## config.mk

```make
export PLATFORM = sky130hd
export DESIGN_NAME = dma_chan_ctrl
export DESIGN_NICKNAME = d
export VERILOG_FILES = /design/src/rtl/dmac_pkg.sv /design/src/rtl/dmac_counters.sv /design/src/rtl/dmac_ctrl_regs.sv /design/src/rtl/dmac_fsm.sv /design/src/rtl/dma_chan_ctrl.sv
export SDC_FILE = /design/constraint.sdc
export NUM_CORES = 1
export LEC_CHECK = 0
export BUFFER_PORTS_ARGS = -buffer_cell sky130_fd_sc_hd__buf_2
export CORE_ASPECT_RATIO = 1.75
export CORE_MARGIN = 5
export CORE_UTILIZATION = 58
export CTS_CLUSTER_DIAMETER = 150
export CTS_CLUSTER_SIZE = 8
export DETAILED_ROUTE_END_ITERATION = 16
export GPL_TIMING_DRIVEN = 0
export PLACE_DENSITY = 0.86
export SLEW_MARGIN = 10
export SYNTH_ARGS = -nofsm -noshare
export SYNTH_HDL_FRONTEND = slang
export SYNTH_HIERARCHICAL = 1
export SYNTH_SLANG_ARGS = --single-unit
```

## constraint.sdc

```tcl
create_clock -name clk -period 6.05 [get_ports clk]
set_input_delay 0.605 -clock clk [delete_from_list [all_inputs] [get_ports clk]]
set_output_delay 0.605 -clock clk [all_outputs]
set_load 0.05 [all_outputs]
```

## src/rtl/dmac_pkg.sv

```systemverilog
package dmac_pkg;
    typedef enum logic [1:0] {
        ST_IDLE  = 2'd0,
        ST_REQ   = 2'd1,
        ST_MOVE  = 2'd2,
        ST_LEAVE = 2'd3
    } dmac_state_e;

    localparam int SEL_W = 2;
    localparam logic [SEL_W-1:0] SEL_ADDR = 2'd0;
    localparam logic [SEL_W-1:0] SEL_CNT  = 2'd1;
    localparam logic [SEL_W-1:0] SEL_CTRL = 2'd2;
    localparam logic [SEL_W-1:0] SEL_STAT = 2'd3;

    localparam int CTRL_W = 4;

    typedef struct packed {
        logic wide;   // bit3: two-byte unit
        logic steal;  // bit2: cycle-stealing mode
        logic dir;    // bit1: memory-to-device
        logic go;     // bit0: armed
    } dmac_ctrl_t;
endpackage

```

## src/rtl/dmac_counters.sv

```systemverilog
module dmac_counters #(
    parameter int ADDR_W = 16,
    parameter int CNT_W  = 16
) (
    input  logic              clk,
    input  logic              rst_n,
    input  logic              ld_addr,
    input  logic              ld_cnt,
    input  logic [ADDR_W-1:0] addr_wdata,
    input  logic [CNT_W-1:0]  cnt_wdata,
    input  logic              step,
    input  logic              wide,
    output logic [ADDR_W-1:0] addr_q,
    output logic [CNT_W-1:0]  cnt_q,
    output logic              cnt_zero
);
    localparam logic [ADDR_W-1:0] STEP_NARROW = ADDR_W'(1);
    localparam logic [ADDR_W-1:0] STEP_WIDE   = ADDR_W'(2);
    localparam logic [CNT_W-1:0]  CNT_ONE     = CNT_W'(1);

    logic [ADDR_W-1:0] addr_inc;

    // Sum is truncated to ADDR_W bits, so the address wraps inside its segment.
    assign addr_inc = addr_q + (wide ? STEP_WIDE : STEP_NARROW);
    assign cnt_zero = (cnt_q == '0);

    always_ff @(posedge clk or negedge rst_n) begin
        if (!rst_n) begin
            addr_q <= '0;
        end else if (ld_addr) begin
            addr_q <= addr_wdata;
        end else if (step) begin
            addr_q <= addr_inc;
        end
    end

    always_ff @(posedge clk or negedge rst_n) begin
        if (!rst_n) begin
            cnt_q <= '0;
        end else if (ld_cnt) begin
            cnt_q <= cnt_wdata;
        end else if (step) begin
            cnt_q <= cnt_q - CNT_ONE;
        end
    end

    // a register load and a unit step never coincide.
    p_no_load_during_unit_r2: assert property (@(posedge clk) disable iff (!rst_n)
        step |-> !ld_addr && !ld_cnt);
endmodule

```

## src/rtl/dmac_ctrl_regs.sv

```systemverilog
module dmac_ctrl_regs
    import dmac_pkg::*;
#(
    parameter int DATA_W = 16,
    parameter int ADDR_W = 16,
    parameter int CNT_W  = 16
) (
    input  logic              clk,
    input  logic              rst_n,
    input  logic [SEL_W-1:0]  cpu_sel,
    input  logic              cpu_we,
    input  logic [DATA_W-1:0] cpu_wdata,
    input  logic [ADDR_W-1:0] addr_q,
    input  logic [CNT_W-1:0]  cnt_q,
    input  logic              last_unit,
    output dmac_ctrl_t        ctrl,
    output logic              done,
    output logic              ld_addr,
    output logic              ld_cnt,
    output logic [DATA_W-1:0] cpu_rdata
);
    logic wr_ok;
    logic ld_ctrl;

    assign wr_ok   = cpu_we && !ctrl.go;
    assign ld_addr = wr_ok && (cpu_sel == SEL_ADDR);
    assign ld_cnt  = wr_ok && (cpu_sel == SEL_CNT);
    assign ld_ctrl = wr_ok && (cpu_sel == SEL_CTRL);

    always_ff @(posedge clk or negedge rst_n) begin
        if (!rst_n) begin
            ctrl <= '0;
            done <= 1'b0;
        end else if (ld_ctrl) begin
            ctrl <= dmac_ctrl_t'(cpu_wdata[CTRL_W-1:0]);
            done <= 1'b0;
        end else if (last_unit) begin
            ctrl.go <= 1'b0;
            done    <= 1'b1;
        end
    end

    always_comb begin
        cpu_rdata = '0;
        unique case (cpu_sel)
            SEL_ADDR: cpu_rdata = DATA_W'(addr_q);
            SEL_CNT:  cpu_rdata = DATA_W'(cnt_q);
            SEL_CTRL: cpu_rdata = DATA_W'(ctrl);
            SEL_STAT: cpu_rdata = DATA_W'(done);
            default:  cpu_rdata = '0;
        endcase
    end

    // done stays set until a control write.
    p_done_sticky_r10: assert property (@(posedge clk) disable iff (!rst_n)
        (done && !(cpu_we && cpu_sel == SEL_CTRL)) |=> done);
    // the arm bit only drops together with done being raised.
    p_go_clear_sets_done_r10: assert property (@(posedge clk) disable iff (!rst_n)
        $fell(ctrl.go) |-> done);
endmodule

```

## src/rtl/dmac_fsm.sv

```systemverilog
module dmac_fsm
    import dmac_pkg::*;
(
    input  logic clk,
    input  logic rst_n,
    input  logic go,
    input  logic steal,
    input  logic dir,
    input  logic bus_grant,
    input  logic dreq,
    input  logic cnt_zero,
    output logic bus_req,
    output logic dack,
    output logic mem_rd,
    output logic mem_wr,
    output logic step,
    output logic last_unit
);
    dmac_state_e state_q, state_d;

    always_ff @(posedge clk or negedge rst_n) begin
        if (!rst_n) state_q <= ST_IDLE;
        else        state_q <= state_d;
    end

    always_comb begin
        state_d = state_q;
        unique case (state_q)
            ST_IDLE:  if (go && dreq && !bus_grant) state_d = ST_REQ;
            ST_REQ:   if (bus_grant && dreq)        state_d = ST_MOVE;
            ST_MOVE:  state_d = (cnt_zero || steal) ? ST_LEAVE : ST_REQ;
            ST_LEAVE: state_d = ST_IDLE;
            default:  state_d = ST_IDLE;
        endcase
    end

    always_comb begin
        bus_req = 1'b0;
        dack    = 1'b0;
        mem_rd  = 1'b0;
        mem_wr  = 1'b0;
        step    = 1'b0;
        unique case (state_q)
            ST_IDLE:  ;
            ST_REQ:   bus_req = 1'b1;
            ST_MOVE: begin
                bus_req = 1'b1;
                dack    = 1'b1;
                step    = 1'b1;
                mem_rd  = dir;
                mem_wr  = !dir;
            end
            ST_LEAVE: bus_req = 1'b1;
            default:  ;
        endcase
    end

    assign last_unit = step && cnt_zero;

    // a new request needs an armed channel, an active request and no grant.
    p_req_start_r3: assert property (@(posedge clk) disable iff (!rst_n)
        $rose(bus_req) |-> $past(go) && $past(dreq) && !$past(bus_grant));
    // strobes only under grant.
    p_strobe_grant_r4: assert property (@(posedge clk) disable iff (!rst_n)
        (mem_rd || mem_wr) |-> bus_grant);
    // burst keeps the bus after a non-final unit.
    p_burst_hold_r7: assert property (@(posedge clk) disable iff (!rst_n)
        (step && !steal && !cnt_zero) |=> bus_req);
    // cycle stealing gives the bus back after each unit.
    p_steal_release_r8: assert property (@(posedge clk) disable iff (!rst_n)
        (step && steal) |=> ##1 !bus_req);
    // strobes are already low in the cycle before the request falls.
    p_strobe_before_release_r9: assert property (@(posedge clk) disable iff (!rst_n)
        $fell(bus_req) |-> !$past(mem_rd) && !$past(mem_wr));
endmodule

```

## src/rtl/dma_chan_ctrl.sv

```systemverilog
module dma_chan_ctrl
    import dmac_pkg::*;
#(
    parameter int ADDR_W = 16,
    parameter int CNT_W  = 16,
    parameter int DATA_W = 16
) (
    input  logic              clk,
    input  logic              rst_n,
    input  logic [SEL_W-1:0]  cpu_sel,
    input  logic              cpu_we,
    input  logic [DATA_W-1:0] cpu_wdata,
    output logic [DATA_W-1:0] cpu_rdata,
    output logic              bus_req,
    input  logic              bus_grant,
    input  logic              dreq,
    output logic              dack,
    output logic [ADDR_W-1:0] mem_addr,
    output logic              mem_rd,
    output logic              mem_wr,
    output logic              mem_wide,
    output logic              irq
);
    dmac_ctrl_t        ctrl;
    logic              done;
    logic              ld_addr;
    logic              ld_cnt;
    logic              step;
    logic              last_unit;
    logic              cnt_zero;
    logic [ADDR_W-1:0] addr_q;
    logic [CNT_W-1:0]  cnt_q;

    dmac_ctrl_regs #(
        .DATA_W(DATA_W),
        .ADDR_W(ADDR_W),
        .CNT_W (CNT_W)
    ) u_regs (
        .clk      (clk),
        .rst_n    (rst_n),
        .cpu_sel  (cpu_sel),
        .cpu_we   (cpu_we),
        .cpu_wdata(cpu_wdata),
        .addr_q   (addr_q),
        .cnt_q    (cnt_q),
        .last_unit(last_unit),
        .ctrl     (ctrl),
        .done     (done),
        .ld_addr  (ld_addr),
        .ld_cnt   (ld_cnt),
        .cpu_rdata(cpu_rdata)
    );

    dmac_counters #(
        .ADDR_W(ADDR_W),
        .CNT_W (CNT_W)
    ) u_cnt (
        .clk       (clk),
        .rst_n     (rst_n),
        .ld_addr   (ld_addr),
        .ld_cnt    (ld_cnt),
        .addr_wdata(cpu_wdata[ADDR_W-1:0]),
        .cnt_wdata (cpu_wdata[CNT_W-1:0]),
        .step      (step),
        .wide      (ctrl.wide),
        .addr_q    (addr_q),
        .cnt_q     (cnt_q),
        .cnt_zero  (cnt_zero)
    );

    dmac_fsm u_fsm (
        .clk      (clk),
        .rst_n    (rst_n),
        .go       (ctrl.go),
        .steal    (ctrl.steal),
        .dir      (ctrl.dir),
        .bus_grant(bus_grant),
        .dreq     (dreq),
        .cnt_zero (cnt_zero),
        .bus_req  (bus_req),
        .dack     (dack),
        .mem_rd   (mem_rd),
        .mem_wr   (mem_wr),
        .step     (step),
        .last_unit(last_unit)
    );

    assign mem_addr = addr_q;
    assign mem_wide = ctrl.wide;
    assign irq      = done;

    // acknowledge and strobe travel together.
    p_dack_with_strobe_r4: assert property (@(posedge clk) disable iff (!rst_n)
        dack |-> (mem_rd ^ mem_wr));
endmodule

```

# Word-level counts from Yosys, hierarchy flattened
# Cells that the tools add are included.
# totals
reg_bits	39
latch_bits	0
ramBits	0
rom_bits	0
output_inout_bits	38
wordCells	56
mem_count	0
# op_classes
n_addsub	2
multipliers	0
n_div	0
order_cmp	0
n_eq_ne	8
n_shift	0
muxes	18
n_bitwise	0
reduce_logical	20
# op_table
cell	count
16-bit two-way mux	4
16-bit case mux with 4 select lines	1
16-bit adder	1
16-bit zero test	1
16-bit by 1-bit subtractor with 16-bit output (second input constant)	1
2-bit == test (second input constant)	4
1-bit logical AND	8
1-bit two-way mux	8
2-bit two-way mux	4
2-bit case mux with 4 select lines	1
2-bit nonzero test	3
2-bit by 1-bit == test with 1-bit output (second input constant)	2
2-bit zero test	2
2-bit by 1-bit != test with 1-bit output (second input constant)	2
1-bit zero test	3
3-bit OR reduction	1
2-bit AND reduction	1
1-bit logical OR	1

# Depth between registers and ports, before layout
# Gate-level depths: netlist (run 1).
# logic_depth
word_depth	5
ltp_mapped	8

# By module
# Netlist (run 1), hierarchy kept.
# modules_own_cells
mod	n_inst	cells_each	area_per_inst_um2	seq_area_each_um2
dmac_counters	1	204	1869.3	800.8
dmac_ctrl_regs	1	51	510.5	125.1
dmac_fsm	1	15	135.1	50.0

# Worst setup path before layout (run 1)
# OpenSTA, ideal clock, no wires.
# synth_path
kind	flip-flop to flip-flop
startpoint	register u_regs/ctrl[3] (netlist name)
endpoint	register u_cnt.addr_q[14]
setup_ns	0.126
t_arrival_ns	2.210
required_time_ns	5.924
path_slack_ns	3.714
path_stages_with_launch	9
n_path_buf	0
synth_period_minus_slack_ns	2.336
cell_sequence	dfrtp_1 > inv_1 > ha_1 > inv_1 > fa_1 > nand4b_1 > nor4_1 > nor2_1 > a221o_1
# synth_via
elab_chain_len	4
# synth_rtl
element	line	rtl
2-bit two-way mux	dmac_counters.sv:24	assign addr_inc = addr_q + (wide ? STEP_WIDE : STEP_NARROW);
16-bit adder	dmac_counters.sv:24	
16-bit two-way mux	dmac_counters.sv:32	end else if (step) begin
16-bit two-way mux	dmac_counters.sv:30	end else if (ld_addr) begin
end signal: assignment	dmac_counters.sv:31	addr_q <= addr_wdata;
end signal: assignment	dmac_counters.sv:33	addr_q <= addr_inc;
end: declaration	dmac_counters.sv:13	output logic [ADDR_W-1:0] addr_q,
# Every way passes these cells. The select of a mux whose other input is x is not followed.
# A chain may end at the register's enable or synchronous reset.

# Worst setup path after layout (run 1)
# layout_path
startpoint	input cpu_sel[1]
endpoint	register u_cnt.cnt_q[5]
# layout_via
elab_chain_len	3
# layout_rtl
element	line	rtl
start: declaration	dma_chan_ctrl.sv:10	input logic [SEL_W-1:0] cpu_sel,
2-bit by 1-bit == test with 1-bit output (*)	dmac_ctrl_regs.sv:27	assign ld_cnt = wr_ok && (cpu_sel == SEL_CNT);
1-bit logical AND (*)	dmac_ctrl_regs.sv:27	
via ld_cnt	dma_chan_ctrl.sv:27	logic ld_cnt;
16-bit two-way mux / 2-bit nonzero test (equally long branches)	-	
end signal: assignment	dmac_counters.sv:41	cnt_q <= cnt_wdata;
end signal: assignment	dmac_counters.sv:43	cnt_q <= cnt_q - CNT_ONE;
end: declaration	dmac_counters.sv:14	output logic [CNT_W-1:0] cnt_q,
# Mark *: on every way through the listed nets, which the timed path passes. The rest lies on a longest branch.

==> results of run 1 <==
cells by family (layout without fill, tap and decap cells):
group                    count (synthesis)  after routing  share of synthesized area
flip-flops                              39             39                      0.388
XOR/XNOR                                19             19                     0.0662
buffers and inverters                   22             90                     0.0418
adder cells (fa/ha/maj)                  4              4                     0.0229
multiplexers                            21             21                     0.0945
AND/OR/NAND/NOR                        117            117                      0.266
AO/OA/AOI/OAI                           48             48                      0.120
cells in the final DEF (no fill, tap or decap), drive strengths merged, types with 2 or more instances in the layout:
cell / instances
a31oi: 3
nor2: 30
nor3b: 4
xor2: 11
dfrtp: 39
nand4b: 2
and4bb: 3
or4: 4
or3: 4
nand2b: 3
o2bb2ai: 3
nand3: 11
ha: 3
o31a: 2
nor3: 4
xnor2: 8
a21o: 2
mux2: 3
buf: 67
a221o: 5
nor2b: 3
nand2: 27
nor4: 9
nand4: 4
inv: 9
mux2i: 17
clkbuf: 14
and2: 3
o21ai: 28
routing by layer:
metal | up-vias | part of all wire | track usage
met4 | 0 | 0.043 | 0.152
met3 | 28 | 0.071 | 0.0332
met2 | 113 | 0.51 | 0.419
met5 | - | 0 | 0
met1 | 1182 | 0.38 | 0.306
li1 | 1108 | - | -
flip-flops by register name (all words and copies together) (netlist names):
register	cells
u_cnt/cnt_q	16
u_regs/ctrl	4
u_cnt/addr_q	16
u_fsm/state_q	2
u_regs/done	1
through the flow:
stage | utilization | hold WS [ps] | cells | setup WS [ps] | cell area (um^2)
floorplan | - | 309 | 270 | 3710 | 2510
global placement | 0.687 | 506 | 379 | 3460 | 2880
detailed placement | 0.687 | 531 | 379 | 3360 | 2880
CTS | 0.711 | 456 | 387 | 3660 | 2980
global route | 0.711 | 500 | 387 | 3500 | 2980
finish | 0.711 | 429 | 387 | 3610 | 2980
worst register-to-register path, stage by stage (launching register included):
cell      delay, ps
dfrtp_1         450
and4bb_2        330
clkbuf_1        380
clkbuf_1        420
buf_1           440
nand2_1         120
o21ai_1         100
final timing paths:
path / start / endpoint / slack, ps / cells past startpoint
max reg2reg: u_regs/ctrl[0] / u_cnt/cnt_q[5] / 3720 / 6
min reg2reg: u_regs/done / u_regs/done / 550 / 2
min: rst_n / u_cnt/cnt_q[9] / 430 / 1
min in group clk: cpu_wdata[7] / u_cnt/addr_q[7] / 550 / 3
max in group asynchronous: rst_n / u_cnt/cnt_q[10] / 5040 / 1
max: cpu_sel[1] / u_cnt/cnt_q[5] / 3610 / 8
layout make-up:
class	count	area share
inverters	9	0.0113
plain buffers	13	0.0240
multi-input cells	209	0.482
flip-flops and latches	39	0.328
clock buffers	8	0.0336
well taps	49	0.0206
repair buffers	60	0.101
report_power, final:
group | internal (mW) | switching, mW | total, mW | leakage (nW)
registers | 0.367 | 0.177 | 0.544 | 0.450
logic | 0.244 | 0.507 | 0.751 | 0.790
clock network | 0.104 | 0.0921 | 0.196 | 0.0515
==> flow_summary.toml, run 1 <==
[detailed_routing]
routed_via_density = 6.28
drtPass1Iterations = 4
drc_errors = 0
avgRoutedWirePerCell_um = 18.5
drt_iter0_drc = 137
wirelength_um = 7180
dr_total_vias = 2431
antenna_left = 0

[timing]
finalMaxSlewViolations = 0
period_share = 0.403
rsz0062_at_grt = "false"
clock.fmax_mhz = 410
tns_ps = 0
worstMarginPinSlew_ps = 913
period_minus_slack_ps = 2440
finalClockSkew_ps = 3.00
hold_viol = 0
finalSetupViolations = 0
relSlewSlack = 0.392

[setup_path]
path_cells = "buf_2 > buf_2 > and4bb_2 > clkbuf_1 > clkbuf_1 > buf_1 > nand2_1 > o21ai_1"
arrival_ps = 2660
crit_fanout = 10
endpoint_kind = "register"
path_buf_inv = 5
cp-start-kind = "input pin"
path_class = "in -> reg"
cp_slowest_stage_delay_ps = 440
cpMaxStageDelayCell = "buf_1"
cp.required_ps = 6270
crit_family = "buffers and inverters"

[final_layout]
n_fill_cell = 346
fin_nets = 364
multiInputGateArea_um2 = 1430
ff_latch_area_um2 = 976
drive_above_1_share = 0.266
area_growth_pct = 18.4
antenna_cells = 0

[die]
dieArea_um2 = 5800
die_w_um = 59.8
die_h_um = 97.1
core.rowCount = 31
start_util = 0.600
io_pins = 61
core_um2 = 4190

[clocking]
clk_pin_slew_ps = 70
clk_latency_ps = 290
postCtsResizedCells = 0
postCtsSetupRepairBufs = 0
clockRootBuffer = "clkbuf_8"
cts_sinks = 39
ctsHoldBuffers = 0
numCtsBuffers = 5
clock_path_buffers = 2
tritoncts = "done"
h-tree-depth = 2

[synth]
yosysTopAreaCellShare = 0.388
syn_inst = 270
netlist_area_um2 = 2510
synth.net_count = 297
yosys-top-cells-area = "dfrtp_1, mux2i_1, o21ai_0"
yosys_warnings = 6
yosysSeqAreaShare = 0.388
ys_ff_latch = 39
ys_types = 54
async_flop_share = 1.00
synth_top_cells_by_count = "dfrtp_1, nor2_1, nand2_1, o21ai_0, mux2i_1"
netlist.top_cell.by_area = "dfrtp_1"
synth_edf_count = 0
avgSynthCellArea_um2 = 9.31
synth_flop_cell = "dfrtp_1"
synth_most_common_cell = "dfrtp_1"

[job]
cap_violations = 0

[placed_design]
numPortBuffers = 60
routabilityCongestion = 0.900
hpwl_um = 5380

[global_route]
antenna_found_initial = 0
grt-ovfl-total = 0
grt_pass1_vias = 2424
grt_max_degree = 40
grt_pass1_wl_um = 11400
grt_use_total = 0.256

[pwr]
totalPowerFinal_mw = 1.49
powerDensity_nw_per_um2 = 501
leakage_nw = 1.29
peakVddDrop_mv = 0.380

[outcome]
status = "completed"

[hold_path]
hold_path_class = "in -> async"
(Power assumes the default switching activity.)
==> inputs of run 2 (changes only) <==
- CORE_UTILIZATION: 58 -> 54
- PLACE_DENSITY: 0.86 -> 0.8
- clock period: 6.05 -> 2.4 ns (I/O delays scaled with it)
==> run 2 against run 1 <==
Net effect:
- wire length is 0.68% higher
- via count is 1.0% lower
- combinational power grew to 2.5 times the previous value
- sequential share of layout area is 0.35 points lower
- hold slack worse by 360 ps
- sequential power grew to 2.5 times the previous value
- flip-flop and latch count stayed put
==> flow_summary.toml, run 2 (synthesis results as in run 1) <==
[outcome]
status = "completed"

[pwr]
pwr-share-clk = 0.154
power.switching_mw = 1.98
leakage_nw = 1.31
power_frac_seq = 0.355
p_sw_frac = 0.513
p_comb_frac = 0.492
intPower_mw = 1.88
peakVddDrop_mv = 0.983
totalPowerFinal_mw = 3.86
powerDensity_nw_per_um2 = 1280

[clocking]
h-tree-depth = 2
ctsHoldBuffers = 0
clk_pin_slew_ps = 80
clock_path_buffers = 2
tritoncts = "done"
numCtsBuffers = 5
postCtsResizedCells = 0
clk_latency_ps = 300
cts_sinks = 39
clockRootBuffer = "clkbuf_8"
postCtsSetupRepairBufs = 0

[setup_path]
cp-start-kind = "register"
cp.required_ps = 2590
crit_fanout = 5
endpoint_kind = "register"
arrival_ps = 2510
path_class = "reg -> reg"

[timing]
clock.fmax_mhz = 431
relSlewSlack = 0.400
period_share = 0.966
finalClockSkew_ps = 10.5
timing.hold.ws_ps = 66.5
layout_setup_ws_ps = 81.1
worstMarginPinSlew_ps = 901
hold_viol = 0
finalSetupViolations = 0
finalMaxSlewViolations = 0
period_minus_slack_ps = 2320

[final_layout]
reg_top3 = "u_cnt/addr_q (16), u_cnt/cnt_q (16), u_regs/ctrl (4)"
ff_latch_area_um2 = 976
layout.cells.non_filler = 390
n_fill_cell = 401
fin_nets = 364
antenna_cells = 0
stdcell_area_um2 = 3010
final_common_cell = "buf_2"
area_growth_pct = 19.7
layout_common_cells = "buf_2, dfrtp_1, nor2_1, nand2_1, o21ai_0"
drive_above_1_share = 0.275
multiInputGateArea_um2 = 1440

[global_route]
grt-ovfl-total = 0
antenna_found_initial = 0
grt_max_degree = 40
grt_use_total = 0.254
grt_pass1_vias = 2394
grt_pass1_wl_um = 11800

[die]
dieArea_um2 = 6180
die_h_um = 100
core_um2 = 4620
start_util = 0.544
io_pins = 61
core.rowCount = 33
die_w_um = 61.6

[detailed_routing]
drt_iter0_drc = 126
drc_errors = 0
routed_via_density = 6.17
avgRoutedWirePerCell_um = 18.5
antenna_left = 0
wirelength_um = 7230
dr_total_vias = 2406
drtPass1Iterations = 4

[placed_design]
numPortBuffers = 60
place_inst = 382
hpwl_um = 5390
post-place-ws_ps = 119
routabilityCongestion = 0.863
place_area_um2 = 2880

[hold_path]
hold_path_class = "in -> async"

[job]
cap_violations = 0
-- run 2: final timing paths --
| path | start | endpoint | slack [ps] | cells past startpoint |
|---|---|---|---|---|
| setup / recovery | u_regs/ctrl[3] | u_cnt/addr_q[14] | 80 | 8 |
| hold / removal | rst_n | u_cnt/addr_q[4] | 70 | 1 |
| setup reg to reg | u_regs/ctrl[3] | u_cnt/addr_q[14] | 80 | 8 |
| hold reg to reg | u_regs/done | u_regs/done | 540 | 2 |
| max in group asynchronous | rst_n | u_cnt/cnt_q[10] | 1760 | 1 |
| min in group clk | cpu_wdata[5] | u_cnt/cnt_q[5] | 190 | 3 |
-- run 2: final cells by class --
type / instances / area share
clock inverters: 2 / 0.0129
inverters: 9 / 0.0112
well taps: 52 / 0.0216
multi-input cells: 209 / 0.479
clock buffers: 6 / 0.0274
flip-flops and latches: 39 / 0.324
repair buffers: 60 / 0.0998
plain buffers: 13 / 0.0241
-- run 2: worst max-delay path, cell delays in order (launching register included) --
cell and delay, ps:
dfrtp_1 430, inv_1 120, ha_1 190, inv_1 60, fa_1 420, nand4b_1 280
nor4_2 360, nor2_1 90, a221o_1 260
-- run 2: power groups by stage --
stage                     Clock, mW  Sequential (mW)  Combinational (mW)
after floorplan                   0             1.65                1.08
after global placement            0             1.37                1.84
after detailed placement          0             1.38                1.88
after CTS                     0.602             1.37                1.89
after global routing          0.627             1.43                2.04
final                         0.594             1.37                1.90
-- run 2: through the flow --
stage	setup TNS, ps	utilization
3_5_place_dp	0	0.623
5_1_grt	-17.9	0.651
6_report	0	0.651
2_1_floorplan	0	-
3_3_place_gp	0	0.623
4_1_cts	0	0.649
-- run 2: metal layers --
metal	track usage	wire, um
met5	0	0
met3	0.0386	543
met1	0.299	2650
met2	0.429	3750
met4	0.129	288
